[src/rtl/sbflag_pkg.sv]
package sbflag_pkg;
   localparam int unsigned SB_MAX_GAP = 521;

   typedef enum logic [1:0] {
      SRC_LOCAL = 2'd0,
      SRC_MERGE = 2'd1,
      SRC_LINK  = 2'd2
   } fc_src_e;
endpackage

[src/rtl/sbflag_stretch.sv]
module sbflag_stretch #(
   parameter int unsigned LEN = 521
) (
   input  logic clk,
   input  logic rst,
   input  logic in_i,
   output logic out_o
);
   localparam int unsigned CW = (LEN < 2) ? 1 : $clog2(LEN);

   if (LEN < 2) begin : g_bad_len
      $error("sbflag_stretch: LEN must be at least 2");
   end

   logic [CW-1:0] cnt_q;

   always_ff @(posedge clk) begin
      if (rst)
         cnt_q <= '0;
      else if (in_i)
         cnt_q <= CW'(LEN - 1);
      else if (cnt_q != '0)
         cnt_q <= cnt_q - CW'(1);
   end

   assign out_o = in_i | (cnt_q != '0);

   // an input seen at one edge stays visible at the next
   a_r8_held_next: assert property (@(posedge clk) disable iff (rst)
      in_i |=> out_o);
   // counter never loads above its limit
   a_r8_cnt_bound: assert property (@(posedge clk) disable iff (rst)
      in_i |=> (cnt_q == CW'(LEN - 1)));
endmodule

[src/rtl/sbflag_rxhold.sv]
module sbflag_rxhold #(
   parameter int unsigned N = 4
) (
   input  logic         clk,
   input  logic         rst,
   input  logic [N-1:0] data_i,
   input  logic         valid_i,
   output logic [N-1:0] hold_o
);
   logic [N-1:0] hold_q;

   always_ff @(posedge clk) begin
      if (rst)
         hold_q <= '0;
      else if (valid_i)
         hold_q <= data_i;
   end

   assign hold_o = hold_q;

   a_r7_hold_idle: assert property (@(posedge clk) disable iff (rst)
      !valid_i |=> $stable(hold_o));
   a_r7_load: assert property (@(posedge clk) disable iff (rst)
      valid_i |=> (hold_o == $past(data_i)));
endmodule

[src/rtl/sbflag_txsel.sv]
module sbflag_txsel
   import sbflag_pkg::*;
#(
   parameter int unsigned NUM_FC   = 2,
   parameter int unsigned NUM_GPIO = 2
) (
   input  logic                       clk,
   input  logic                       rst,
   input  logic                       loop_en,
   input  logic                       rx_off,
   input  logic                       slot_i,
   input  logic [NUM_FC+NUM_GPIO-1:0] loc_i,
   input  logic [NUM_FC+NUM_GPIO-1:0] link_i,
   output logic [NUM_FC+NUM_GPIO-1:0] tx_o
);
   localparam int unsigned N = NUM_FC + NUM_GPIO;

   fc_src_e      fc_src;
   logic [N-1:0] nxt;
   logic [N-1:0] tx_q;

   always_comb begin
      if (!loop_en)
         fc_src = SRC_LOCAL;
      else if (rx_off)
         fc_src = SRC_LINK;
      else
         fc_src = SRC_MERGE;
   end

   for (genvar i = 0; i < N; i++) begin : g_bit
      if (i < NUM_FC) begin : g_fc
         assign nxt[i] = (fc_src == SRC_LOCAL) ? loc_i[i] :
                         (fc_src == SRC_MERGE) ? (loc_i[i] | link_i[i]) :
                                                 link_i[i];
      end else begin : g_gpio
         assign nxt[i] = loop_en ? link_i[i] : loc_i[i];
      end
   end

   always_ff @(posedge clk) begin
      if (rst)
         tx_q <= '0;
      else if (slot_i)
         tx_q <= nxt;
   end

   assign tx_o = tx_q;

   a_r6_hold_between: assert property (@(posedge clk) disable iff (rst)
      !slot_i |=> $stable(tx_o));
   a_r2_local: assert property (@(posedge clk) disable iff (rst)
      (slot_i && !loop_en) |=> (tx_o == $past(loc_i)));
   a_r3_gpio_relay: assert property (@(posedge clk) disable iff (rst)
      (slot_i && loop_en) |=> (tx_o[N-1:NUM_FC] == $past(link_i[N-1:NUM_FC])));
   a_r4_fc_merge: assert property (@(posedge clk) disable iff (rst)
      (slot_i && loop_en && !rx_off) |=>
         (tx_o[NUM_FC-1:0] == $past(link_i[NUM_FC-1:0] | loc_i[NUM_FC-1:0])));
   a_r5_fc_link: assert property (@(posedge clk) disable iff (rst)
      (slot_i && loop_en && rx_off) |=> (tx_o[NUM_FC-1:0] == $past(link_i[NUM_FC-1:0])));
endmodule

[src/rtl/sbflag_mux.sv]
module sbflag_mux
   import sbflag_pkg::*;
#(
   parameter int unsigned NUM_FC      = 2,
   parameter int unsigned NUM_GPIO    = 2,
   parameter bit          STRETCH_EN  = 1'b1,
   parameter int unsigned STRETCH_LEN = SB_MAX_GAP
) (
   input  logic                       clk,
   input  logic                       rst,
   input  logic                       loop_en,
   input  logic                       rx_off,
   input  logic [NUM_FC+NUM_GPIO-1:0] loc_flags_i,
   input  logic                       slot_i,
   input  logic [NUM_FC+NUM_GPIO-1:0] rx_flags_i,
   input  logic                       rx_valid_i,
   output logic [NUM_FC+NUM_GPIO-1:0] tx_flags_o,
   output logic [NUM_FC+NUM_GPIO-1:0] rx_flags_o
);
   localparam int unsigned N = NUM_FC + NUM_GPIO;

   if (NUM_FC < 1 || NUM_GPIO < 1) begin : g_bad_counts
      $error("sbflag_mux: need at least one flag of each class");
   end

   logic [N-1:0] loc_s;
   logic [N-1:0] link_hold;

   if (STRETCH_EN) begin : g_stretch
      for (genvar i = 0; i < N; i++) begin : g_bit
         sbflag_stretch #(.LEN(STRETCH_LEN)) u_str (
            .clk   (clk),
            .rst   (rst),
            .in_i  (loc_flags_i[i]),
            .out_o (loc_s[i])
         );
      end
   end else begin : g_direct
      assign loc_s = loc_flags_i;
   end

   sbflag_rxhold #(.N(N)) u_rxhold (
      .clk     (clk),
      .rst     (rst),
      .data_i  (rx_flags_i),
      .valid_i (rx_valid_i),
      .hold_o  (link_hold)
   );

   sbflag_txsel #(.NUM_FC(NUM_FC), .NUM_GPIO(NUM_GPIO)) u_txsel (
      .clk     (clk),
      .rst     (rst),
      .loop_en (loop_en),
      .rx_off  (rx_off),
      .slot_i  (slot_i),
      .loc_i   (loc_s),
      .link_i  (link_hold),
      .tx_o    (tx_flags_o)
   );

   assign rx_flags_o = link_hold;

   // inbound flags never move without a valid strobe, whatever rx_off does
   a_r7_port_hold: assert property (@(posedge clk) disable iff (rst)
      !rx_valid_i |=> $stable(rx_flags_o));
   // a raw local assertion in a local-mode slot is always sent
   a_r2_raw_sent: assert property (@(posedge clk) disable iff (rst)
      (slot_i && !loop_en) |=> ((tx_flags_o & $past(loc_flags_i)) == $past(loc_flags_i)));
endmodule

[config.mk]
export PLATFORM = sky130hd
export DESIGN_NAME = sbflag_mux
export DESIGN_NICKNAME = d
export VERILOG_FILES = /design/src/rtl/sbflag_pkg.sv /design/src/rtl/sbflag_stretch.sv /design/src/rtl/sbflag_rxhold.sv /design/src/rtl/sbflag_txsel.sv /design/src/rtl/sbflag_mux.sv
export SDC_FILE = /design/constraint.sdc
export NUM_CORES = 1
export LEC_CHECK = 0
export ABC_AREA = 0
export ABC_CLOCK_PERIOD_IN_PS = 1600
export BUFFER_PORTS_ARGS = -buffer_cell sky130_fd_sc_hd__buf_2
export CAP_MARGIN = 20
export CORE_ASPECT_RATIO = 0.6
export CORE_MARGIN = 5
export CORE_UTILIZATION = 25
export DETAILED_ROUTE_END_ITERATION = 6
export SETUP_SLACK_MARGIN = 0.15
export SLEW_MARGIN = 10
export SYNTH_ARGS = -nofsm -noshare
export SYNTH_HDL_FRONTEND = slang
export SYNTH_HIERARCHICAL = 1
export SYNTH_SLANG_ARGS = --single-unit
[constraint.sdc]
create_clock -name clk -period 1.6 [get_ports clk]
set_input_delay 0.32 -clock clk [delete_from_list [all_inputs] [get_ports clk]]
set_output_delay 0.32 -clock clk [all_outputs]
set_load 0.05 [all_outputs]
==> results of run 1 <==
cell families after synthesis:
logic type                 share of synthesized area
AOI/OAI and AO/OA                              0.142
xor gates and xnor gates                      0.0564
adders and majority gates                     0.0403
buffers and inverters                         0.0357
DFF                                            0.387
muxes                                         0.0403
and+or+nand+nor                                0.299
through the flow:
step | worst slack (ps) | total power, W | util
CTS | 105 | 0.00489 | 0.322
global route | 26.1 | 0.00578 | 0.358
detailed placement | 18.2 | 0.00356 | 0.291
global placement | 5.66 | 0.00353 | 0.291
floorplan | 171 | 0.00310 | -
finish | 85.9 | 0.00541 | 0.358
worst register-to-register path, delay by kind of cell (launching register included):
family	cells	cell delay, ps
buffers and inverters	1	140
DFF	1	320
muxes	1	160
and+or+nand+nor	3	790
state kept, by name, summed over array words and instances, names as in the netlist:
signal,count
g_stretch.g_bit.u_str/cnt_q,40
u_rxhold/hold_o,4
u_txsel/tx_o,4
per-layer routing:
layer,part of all wire,vias to the layer above,GRT usage
li1,-,1106,-
met1,0.47,1041,0.126
met2,0.49,39,0.167
met3,0.036,6,0.0247
met4,0.0073,0,0.0195
met5,0,-,0
cell usage in the layout (no fill, tap or decap), types with 6 or more instances in the layout:
cell	netlist	routed
sky130_fd_sc_hd__a21oi_1	20	18
sky130_fd_sc_hd__a31oi_1	8	6
sky130_fd_sc_hd__buf_2	1	21
sky130_fd_sc_hd__buf_4	0	27
sky130_fd_sc_hd__dfxtp_1	48	32
sky130_fd_sc_hd__dfxtp_2	0	6
sky130_fd_sc_hd__dfxtp_4	0	10
sky130_fd_sc_hd__ha_4	0	6
sky130_fd_sc_hd__inv_1	16	8
sky130_fd_sc_hd__mux2i_1	10	10
sky130_fd_sc_hd__nand2_1	10	10
sky130_fd_sc_hd__nor2_1	44	44
sky130_fd_sc_hd__xnor2_1	16	15
what timing repair did:
item / 4_1_cts / 5_1_grt
setup buffers: 3 / 17
setup endpoints to repair: 33 / 43
pin swaps: 4 / 27
resized for setup: 28 / 54
endpoints found under the hold margin: 0 / 0
power breakdown:
group / switching [W] / internal, W / total (W) / leakage [nW]
logic: 0.00127 / 0.00139 / 0.00265 / 0.870
clock network: 0.000451 / 0.000622 / 0.00107 / 0.0691
registers: 0.000276 / 0.00141 / 0.00169 / 0.404
total: 0.00199 / 0.00342 / 0.00541 / 1.34
layout make-up:
class                      count  area share
inverter                      16      0.0208
tap                          135      0.0483
multi-input combinational    210       0.498
timing repair buffer          52       0.101
clock buffer                   6      0.0397
sequential                    48       0.288
clock inverter                 2     0.00430
worst paths after layout:
kind / end / cells after the start
hold / removal: u_rxhold/hold_o[3]$_SDFFE_PP0P_ / 3
setup reg to reg: g_stretch.g_bit[2].u_str/cnt_q[7]$_SDFFE_PP0P_ / 5
hold reg to reg: u_txsel/tx_o[1]$_SDFFE_PP0P_ / 2
setup / recovery: g_stretch.g_bit[2].u_str/cnt_q[7]$_SDFFE_PP0P_ / 5
==> results.toml, run 1 <==
[cts]
clkSlewWorstSetupHoldPaths_ps = 70
ctsHoldBuffers = 0
tritoncts = "yes"
clock_insertion_delay_worst_skew_ps = 280
h-tree-depth = 2
cts_sinks = 48
cts_root_buf = "sky130_fd_sc_hd__clkbuf_16"
cts_max_path_buffers = 2
tritoncts.num_buffers = 5

[global_routing]
antenna_found_initial = 0
gr-usage-all-layers = 0.0975
wire_length_of_the_first_global_routing_pass_um = 9870
overflow = 0
first_global_vias = 2069
pin_count_of_the_biggest_net_entering_global_routing = 16

[run]
max_cap_violations = 0

[sta]
finalSetupViolations = 0
clock-skew-final_ps = 8.03
clock.fmax_mhz = 660
relSlewSlack = 0.739
hold_viol_final = 0
final-max-slew-violation-count = 0
whs_ps = 274
totalNegativeSetupSlack_ps = 0
period_minus_slack_ps = 1510
grt_setup_unrepaired = "yes"
worst-slew-pin-transition_ps = 388
fin_crit_sh = 0.946

[synth]
synth-edff-count = 0
async_reset_ff_frac = 0
synth_area_per_cell_um2 = 8.85
syn-instance-count = 281
synth_common_cells = "48 x sky130_fd_sc_hd__dfxtp_1, 44 x sky130_fd_sc_hd__nor2_1, 20 x sky130_fd_sc_hd__a21oi_1"
syn-num-nets = 303
synth_top_cell_by_area = "sky130_fd_sc_hd__dfxtp_1"
postSynth.topFlopCell = "sky130_fd_sc_hd__dfxtp_1"
part_of_the_yosys_area_used_for_sequential_elements = 0.387
synth.top_cell.area_share = 0.387
synth_cell_type_count = 33
yosysWarnings = 6
post_synthesis_register_bit_count = 48
synth_area_um2 = 2490
synth_top_cells_by_area = "sky130_fd_sc_hd__dfxtp_1 39%, sky130_fd_sc_hd__nor2_1 6.6%, sky130_fd_sc_hd__xnor2_1 5.6%"
synth_most_common_cell = "sky130_fd_sc_hd__dfxtp_1"

[critical_path]
cp_slowest_stage_delay_ps = 490
reg2reg_slack_ps = 90
crit_fanout = 3
cp_cell_sequence = "buf_4 -> or2_4 -> or4_4 -> mux2i_1 -> nor2_1"
rr_startpoint = "g_stretch.g_bit[2].u_str/cnt_q[1]$_SDFFE_PP0P_"
cp_data_required_time_ps = 1780
worst_path_bufs_invs = 1
worst_path_max_delay_cell = "sky130_fd_sc_hd__or4_4"
criticalPathCategory = "reg -> reg"
critPathLaunch = "g_stretch.g_bit[2].u_str/cnt_q[1]$_SDFFE_PP0P_"
worst_ep_arrival_time_ps = 1690
cp_top_family = "simple AND/OR/NAND/NOR gates"
worstSetupEndpointType = "register"
worst_setup_path_start_kind = "register"

[placement]
finalWeightedCongestion = 0.807
placed_cells_incl_taps = 441
post_dp_cell_area_um2 = 2840
place.port_buffers = 21
dpl.hpwl_um = 4150

[routing]
postRouteWirelength_um = 6280
drc = 0
drt_pass1_iterations = 4
post_dr_vias_cell = 4.67
ant_nets = 0
first_iter_violations = 46
routedWlPerCell_um = 13.4
vias = 2192

[layout]
final_net_count = 355
area_delta_synth_final_pct = 40.6
layout_cells_sized_above_1 = 0.431
antenna_cells_inserted = 0
final_design_area_no_fill_um2 = 3490
finish.cell_count_without_fillers = 469
multi_input_gate_area_um2 = 1740
final-seq-area_um2 = 1010
layout.filler_cells = 991

[pwr]
vdd.ir_drop.worst_mv = 0.605
power.density_cell_area_nw_per_um2 = 1550
pleak_nw = 1.34

[floorplan]
die_width_um = 139
fp.dieArea_um2 = 12100
die_y_um = 87.2
fp-row-count = 28
start_util = 0.254
io_pins = 22
floorplan.core_area_um2 = 9770

[min_path]
holdCritStartpoint = "rx_flags_i[3]"
hold_path_class = "in -> reg"

[status]
run_status = "complete, no violations"
(Power assumes the default switching activity.)
==> run 2, diff against run 1 <==
--- a/config.mk
+++ b/config.mk
@@ -11,8 +11,10 @@
 export CAP_MARGIN = 20
 export CORE_ASPECT_RATIO = 0.6
 export CORE_MARGIN = 5
-export CORE_UTILIZATION = 25
+export CORE_UTILIZATION = 53
 export DETAILED_ROUTE_END_ITERATION = 6
+export PLACE_DENSITY = 0.75
+export REMOVE_ABC_BUFFERS = 1
 export SETUP_SLACK_MARGIN = 0.15
 export SLEW_MARGIN = 10
 export SYNTH_ARGS = -nofsm -noshare
==> results.toml, run 2 (same netlist as run 1, synthesis figures left out) <==
[status]
run_status = "complete, no violations"

[global_routing]
pin_count_of_the_biggest_net_entering_global_routing = 21
overflow = 0
wire_length_of_the_first_global_routing_pass_um = 10100
first_global_vias = 2202
gr-usage-all-layers = 0.199
antenna_found_initial = 0

[layout]
layout_common_cells = "43 x sky130_fd_sc_hd__nor2_1, 42 x sky130_fd_sc_hd__buf_4, 25 x sky130_fd_sc_hd__dfxtp_1, 21 x sky130_fd_sc_hd__dfxtp_2, 21 x sky130_fd_sc_hd__buf_2"
post-route-util = 0.798
largest_reg_flops = 40
finish.cell_count_without_fillers = 423
final_net_count = 381
area_delta_synth_final_pct = 46.6
layout_cells_sized_above_1 = 0.506
largest-register = "g_stretch.g_bit.u_str/cnt_q"
antenna_cells_inserted = 0
mostFrequentLayoutCell = "sky130_fd_sc_hd__nor2_1"

[routing]
drc = 0
postRouteWirelength_um = 7290
post_dr_vias_cell = 5.87
drt_pass1_iterations = 4
ant_nets = 0
routedWlPerCell_um = 17.2
vias = 2484
first_iter_violations = 112

[cts]
tritoncts.num_buffers = 5
clock_insertion_delay_worst_skew_ps = 300
cts_max_path_buffers = 2
cts_root_buf = "sky130_fd_sc_hd__clkbuf_8"
ctsHoldBuffers = 0
cts_sinks = 48
tritoncts = "yes"
clkSlewWorstSetupHoldPaths_ps = 90
h-tree-depth = 2

[sta]
worst-slew-pin-transition_ps = 487
period_minus_slack_ps = 1530
grt_setup_unrepaired = "yes"
finalSetupViolations = 0
final-max-slew-violation-count = 0
relSlewSlack = 0.672
clock-skew-final_ps = 4.40
hold_viol_final = 0
fin_crit_sh = 0.955
clock.fmax_mhz = 654

[placement]
placed_cells_incl_taps = 385
place.port_buffers = 21
finalWeightedCongestion = 0.858
dpl.hpwl_um = 3870

[critical_path]
cp_slowest_stage_delay_ps = 360
worst_setup_path_start_kind = "register"
worst_path_max_delay_cell = "sky130_fd_sc_hd__or3_1"
cp_data_required_time_ps = 1840
worstSetupEndpointType = "register"
cp_cell_sequence = "buf_4 -> nor3_4 -> nand3_1 -> or3_1 -> a21oi_1"
crit_fanout = 6
criticalPathCategory = "reg -> reg"
worst_ep_arrival_time_ps = 1770

[floorplan]
fp-row-count = 19
floorplan.core_area_um2 = 4560
start_util = 0.545
fp.dieArea_um2 = 6210
die_y_um = 63.1
io_pins = 22
die_width_um = 98.4

[min_path]
hold_path_class = "in -> reg"

[pwr]
power.density_cell_area_nw_per_um2 = 1610
pleak_nw = 1.48
vdd.ir_drop.worst_mv = 0.876

[run]
max_cap_violations = 0
run 2: cell count changes in the layout (fill, tap and decap cells not counted), moves of 4 or more:
| cell | delta |
|---|---|
| sky130_fd_sc_hd__buf_4 | +15 |
| sky130_fd_sc_hd__buf_6 | +11 |
| sky130_fd_sc_hd__clkbuf_16 | -5 |
| sky130_fd_sc_hd__clkbuf_8 | +4 |
| sky130_fd_sc_hd__dfxtp_1 | -7 |
| sky130_fd_sc_hd__dfxtp_2 | +15 |
| sky130_fd_sc_hd__dfxtp_4 | -8 |
run 2: path summary, 6_finish.rpt:
| kind | from | endpoint | slack (ps) | cells after the start |
|---|---|---|---|---|
| worst max-delay path | g_stretch.g_bit[2].u_str/cnt_q[4]$_SDFFE_PP0P_ | g_stretch.g_bit[2].u_str/cnt_q[8]$_SDFFE_PP0P_ | 70 | 5 |
| worst min-delay path | rx_flags_i[3] | u_rxhold/hold_o[3]$_SDFFE_PP0P_ | 250 | 3 |
| worst max register to register | g_stretch.g_bit[2].u_str/cnt_q[4]$_SDFFE_PP0P_ | g_stretch.g_bit[2].u_str/cnt_q[8]$_SDFFE_PP0P_ | 70 | 5 |
| worst min register to register | u_txsel/tx_o[2]$_SDFFE_PP0P_ | u_txsel/tx_o[2]$_SDFFE_PP0P_ | 500 | 2 |
run 2: worst max-delay path, delay by kind of cell, from the launching register on:
family,cells,cell delay [ps]
flip-flops,1,330
AO/OA/AOI/OAI,1,150
buffers and inverters,1,140
AND/OR/NAND/NOR,3,850
run 2: what timing repair did:
item / CTS / global route
pin swaps: 20 / 37
setup endpoints to repair: 30 / 42
buffers inserted: 11 / 19
hold endpoints to repair: 0 / 0
resized for setup: 51 / 69
run 2: cell type report:
cell class                      count  area [um^2]
Sequential cell                    48          995
Tap cell                           63         78.8
Inverter                           16         65.1
Clock inverter                      2         35.0
Multi-Input combinational cell    210         1810
Fill cell                         286          921
Timing Repair Buffer               78          589
Clock buffer                        6         72.6
run 2: layer usage:
| layer | vias up | wire length, um | global-route usage |
|---|---|---|---|
| li1 | 1169 | - | - |
| met1 | 1213 | 3190 | 0.253 |
| met2 | 88 | 3550 | 0.338 |
| met3 | 14 | 406 | 0.0397 |
| met4 | 0 | 139 | 0.0698 |
| met5 | - | 0 | 0 |
run 2: report_power, final:
group | leakage (nW) | internal, W | switching [W] | total, W
clock | 0.0552 | 0.000465 | 0.000422 | 0.000886
sequential | 0.404 | 0.00141 | 0.000245 | 0.00166
combinational | 1.02 | 0.00175 | 0.00158 | 0.00333
total | 1.48 | 0.00362 | 0.00225 | 0.00587
run 2: stage by stage:
stage,power (W),setup WS (ps),instance area [um^2],hold WS (ps),TNS (ps)
2_1_floorplan,0.00305,107,2460,389,0
3_3_place_gp,0.00362,95.5,2840,475,0
3_5_place_dp,0.00367,-8.07,2840,483,-8.07
4_1_cts,0.00492,85.8,3180,241,0
5_1_grt,0.00621,-39.0,3640,255,-55.7
6_report,0.00587,71.7,3640,246,0
==> run 3, diff against run 2 <==
--- a/config.mk
+++ b/config.mk
@@ -11,9 +11,8 @@
 export CAP_MARGIN = 20
 export CORE_ASPECT_RATIO = 0.6
 export CORE_MARGIN = 5
-export CORE_UTILIZATION = 53
+export CORE_UTILIZATION = 31
 export DETAILED_ROUTE_END_ITERATION = 6
-export PLACE_DENSITY = 0.75
 export REMOVE_ABC_BUFFERS = 1
 export SETUP_SLACK_MARGIN = 0.15
 export SLEW_MARGIN = 10
==> results.toml, run 3 (same netlist as run 1, synthesis figures left out) <==
[status]
run_status = "complete, no violations"

[routing]
first_iter_violations = 165
drc = 0
routedWlPerCell_um = 14.9
post_dr_vias_cell = 5.08
ant_nets = 0
vias = 2361
drt_pass1_iterations = 4
postRouteWirelength_um = 6910

[critical_path]
worst_ep_arrival_time_ps = 1700
cp_cell_sequence = "buf_6 -> or2_4 -> or4_4 -> mux2i_1 -> nor2_1"
cp_data_required_time_ps = 1790
worst_setup_path_start_kind = "register"
criticalPathCategory = "reg -> reg"
rr_startpoint = "g_stretch.g_bit[1].u_str/cnt_q[0]$_SDFFE_PP0P_"
worst_path_max_delay_cell = "sky130_fd_sc_hd__or4_4"
worst_path_bufs_invs = 1
crit_fanout = 2
reg2reg_slack_ps = 90
critical_path.reg2reg.endpoint = "g_stretch.g_bit[1].u_str/cnt_q[7]$_SDFFE_PP0P_"
worstSetupEndpointType = "register"
cp_top_family = "simple AND/OR/NAND/NOR gates"
cp_slowest_stage_delay_ps = 500
timing.reg2reg.worst_path_depth = 5

[placement]
finalWeightedCongestion = 0.859
dpl.hpwl_um = 4090
place.port_buffers = 21
pre_cts_ws_ps = 73.1

[min_path]
holdCritStartpoint = "rx_flags_i[0]"
hold_depth = 3
hold_end = "u_rxhold/hold_o[0]$_SDFFE_PP0P_"
hold_path_class = "in -> reg"

[pwr]
part_of_the_total_power_dissipated_in_combinational_logic = 0.531
p_sw_frac = 0.370
switching_power_w = 0.00217
power_frac_clock = 0.188
vdd.ir_drop.worst_mv = 0.572
sequentialPowerShare = 0.281
power.density_cell_area_nw_per_um2 = 1600
internal-power_w = 0.00370
pleak_nw = 1.48

[layout]
layout_common_cells = "46 x sky130_fd_sc_hd__buf_4, 43 x sky130_fd_sc_hd__nor2_1, 33 x sky130_fd_sc_hd__dfxtp_1, 21 x sky130_fd_sc_hd__buf_2, 18 x sky130_fd_sc_hd__a21oi_1"
final-seq-area_um2 = 985
antenna_cells_inserted = 0
area_delta_synth_final_pct = 48.1
post-route-util = 0.469
mostFrequentLayoutCell = "sky130_fd_sc_hd__buf_4"
largest-register = "g_stretch.g_bit.u_str/cnt_q"
layout.filler_cells = 700
largest_reg_flops = 40
layout_cells_sized_above_1 = 0.473
multi_input_gate_area_um2 = 1790
final_net_count = 378

[sta]
clock.fmax_mhz = 662
final-max-slew-violation-count = 0
clock-skew-final_ps = 6.83
hold_viol_final = 0
relSlewSlack = 0.688
totalNegativeSetupSlack_ps = 0
fin_crit_sh = 0.944
final_critical_path_setup_slack_ps = 89.8
grt_setup_unrepaired = "yes"
period_minus_slack_ps = 1510
finalSetupViolations = 0
worst-slew-pin-transition_ps = 463

[cts]
ctsHoldBuffers = 0
clock_insertion_delay_worst_skew_ps = 300
tritoncts.num_buffers = 5
clkSlewWorstSetupHoldPaths_ps = 70
cts_max_path_buffers = 2
h-tree-depth = 2
cts_root_buf = "sky130_fd_sc_hd__clkbuf_16"
cts_sinks = 48
tritoncts = "yes"

[global_routing]
pin_count_of_the_biggest_net_entering_global_routing = 16
overflow = 0
first_global_vias = 2141
gr-usage-all-layers = 0.126
wire_length_of_the_first_global_routing_pass_um = 10100
antenna_found_initial = 0

[floorplan]
fp-row-count = 25
die_y_um = 79.4
die_width_um = 126
io_pins = 22
floorplan.core_area_um2 = 7850
fp.dieArea_um2 = 9970
start_util = 0.317

[run]
max_cap_violations = 0
## run 3: changes by cell type in the layout (fill, tap and decap cells not counted), sizes merged
cell	before	now
buf	78	75
bufinv	1	0
inv	16	17
## run 3: worst register-to-register path: stages (launching register included)
cell	delay (ps)
sky130_fd_sc_hd__dfxtp_2	330
sky130_fd_sc_hd__buf_6	110
sky130_fd_sc_hd__or2_4	230
sky130_fd_sc_hd__or4_4	500
sky130_fd_sc_hd__mux2i_1	180
sky130_fd_sc_hd__nor2_1	60
## run 3: layout make-up
class,instances,share of cell area
multi-input cells,210,0.487
flip-flops and latches,48,0.268
repair buffers,75,0.149
clock buffers,6,0.0377
well taps,108,0.0367
inverters,16,0.0184
clock inverters,2,0.00374
## run 3: worst max-delay path by stage
stage / slack, ps / start / cells after the start / to
2_1_floorplan: 110 / g_stretch.g_bit[0].u_str/cnt_q[2]$_SDFFE_PP0P_ / 4 / g_stretch.g_bit[0].u_str/cnt_q[7]$_SDFFE_PP0P_
3_3_place_gp: 100 / g_stretch.g_bit[3].u_str/cnt_q[4]$_SDFFE_PP0P_ / 4 / g_stretch.g_bit[3].u_str/cnt_q[7]$_SDFFE_PP0P_
3_5_place_dp: 70 / g_stretch.g_bit[2].u_str/cnt_q[4]$_SDFFE_PP0P_ / 4 / g_stretch.g_bit[2].u_str/cnt_q[7]$_SDFFE_PP0P_
4_1_cts: 100 / g_stretch.g_bit[3].u_str/cnt_q[2]$_SDFFE_PP0P_ / 4 / g_stretch.g_bit[3].u_str/cnt_q[7]$_SDFFE_PP0P_
5_1_grt: 8 / g_stretch.g_bit[3].u_str/cnt_q[1]$_SDFFE_PP0P_ / 7 / u_txsel/tx_o[3]$_SDFFE_PP0P_
6_report: 90 / g_stretch.g_bit[1].u_str/cnt_q[0]$_SDFFE_PP0P_ / 5 / g_stretch.g_bit[1].u_str/cnt_q[7]$_SDFFE_PP0P_
## run 3: power by group through the flow
| stage | clock, W | sequential [W] | combinational, W |
|---|---|---|---|
| 6_report | 0.00110 | 0.00165 | 0.00312 |
| 5_1_grt | 0.00120 | 0.00168 | 0.00336 |
| 4_1_cts | 0.00114 | 0.00160 | 0.00232 |
| 3_5_place_dp | 0 | 0.00160 | 0.00206 |
| 3_3_place_gp | 0 | 0.00160 | 0.00205 |
| 2_1_floorplan | 0 | 0.00164 | 0.00141 |
## run 3: metal layers
metal | up-vias | GRT usage | wire length [um]
li1 | 1163 | - | -
met1 | 1167 | 0.167 | 3240
met2 | 26 | 0.196 | 3410
met3 | 5 | 0.0316 | 174
met4 | 0 | 0.0498 | 83
met5 | - | 0 | 0
## run 3: timing repair
item | 4_1_cts | 5_1_grt
resized for setup | 43 | 59
hold endpoints to repair | 0 | 0
pin swaps | 12 | 32
setup buffers | 9 | 18
endpoints found under the setup margin | 24 | 43
## run 3: through the flow
stage,power [W],cells,area [um^2],hold slack [ps]
floorplan,0.00305,274,2460,389
global placement,0.00365,430,2900,471
detailed placement,0.00366,430,2900,474
CTS,0.00506,447,3240,265
global route,0.00624,465,3680,295
finish,0.00587,465,3680,266
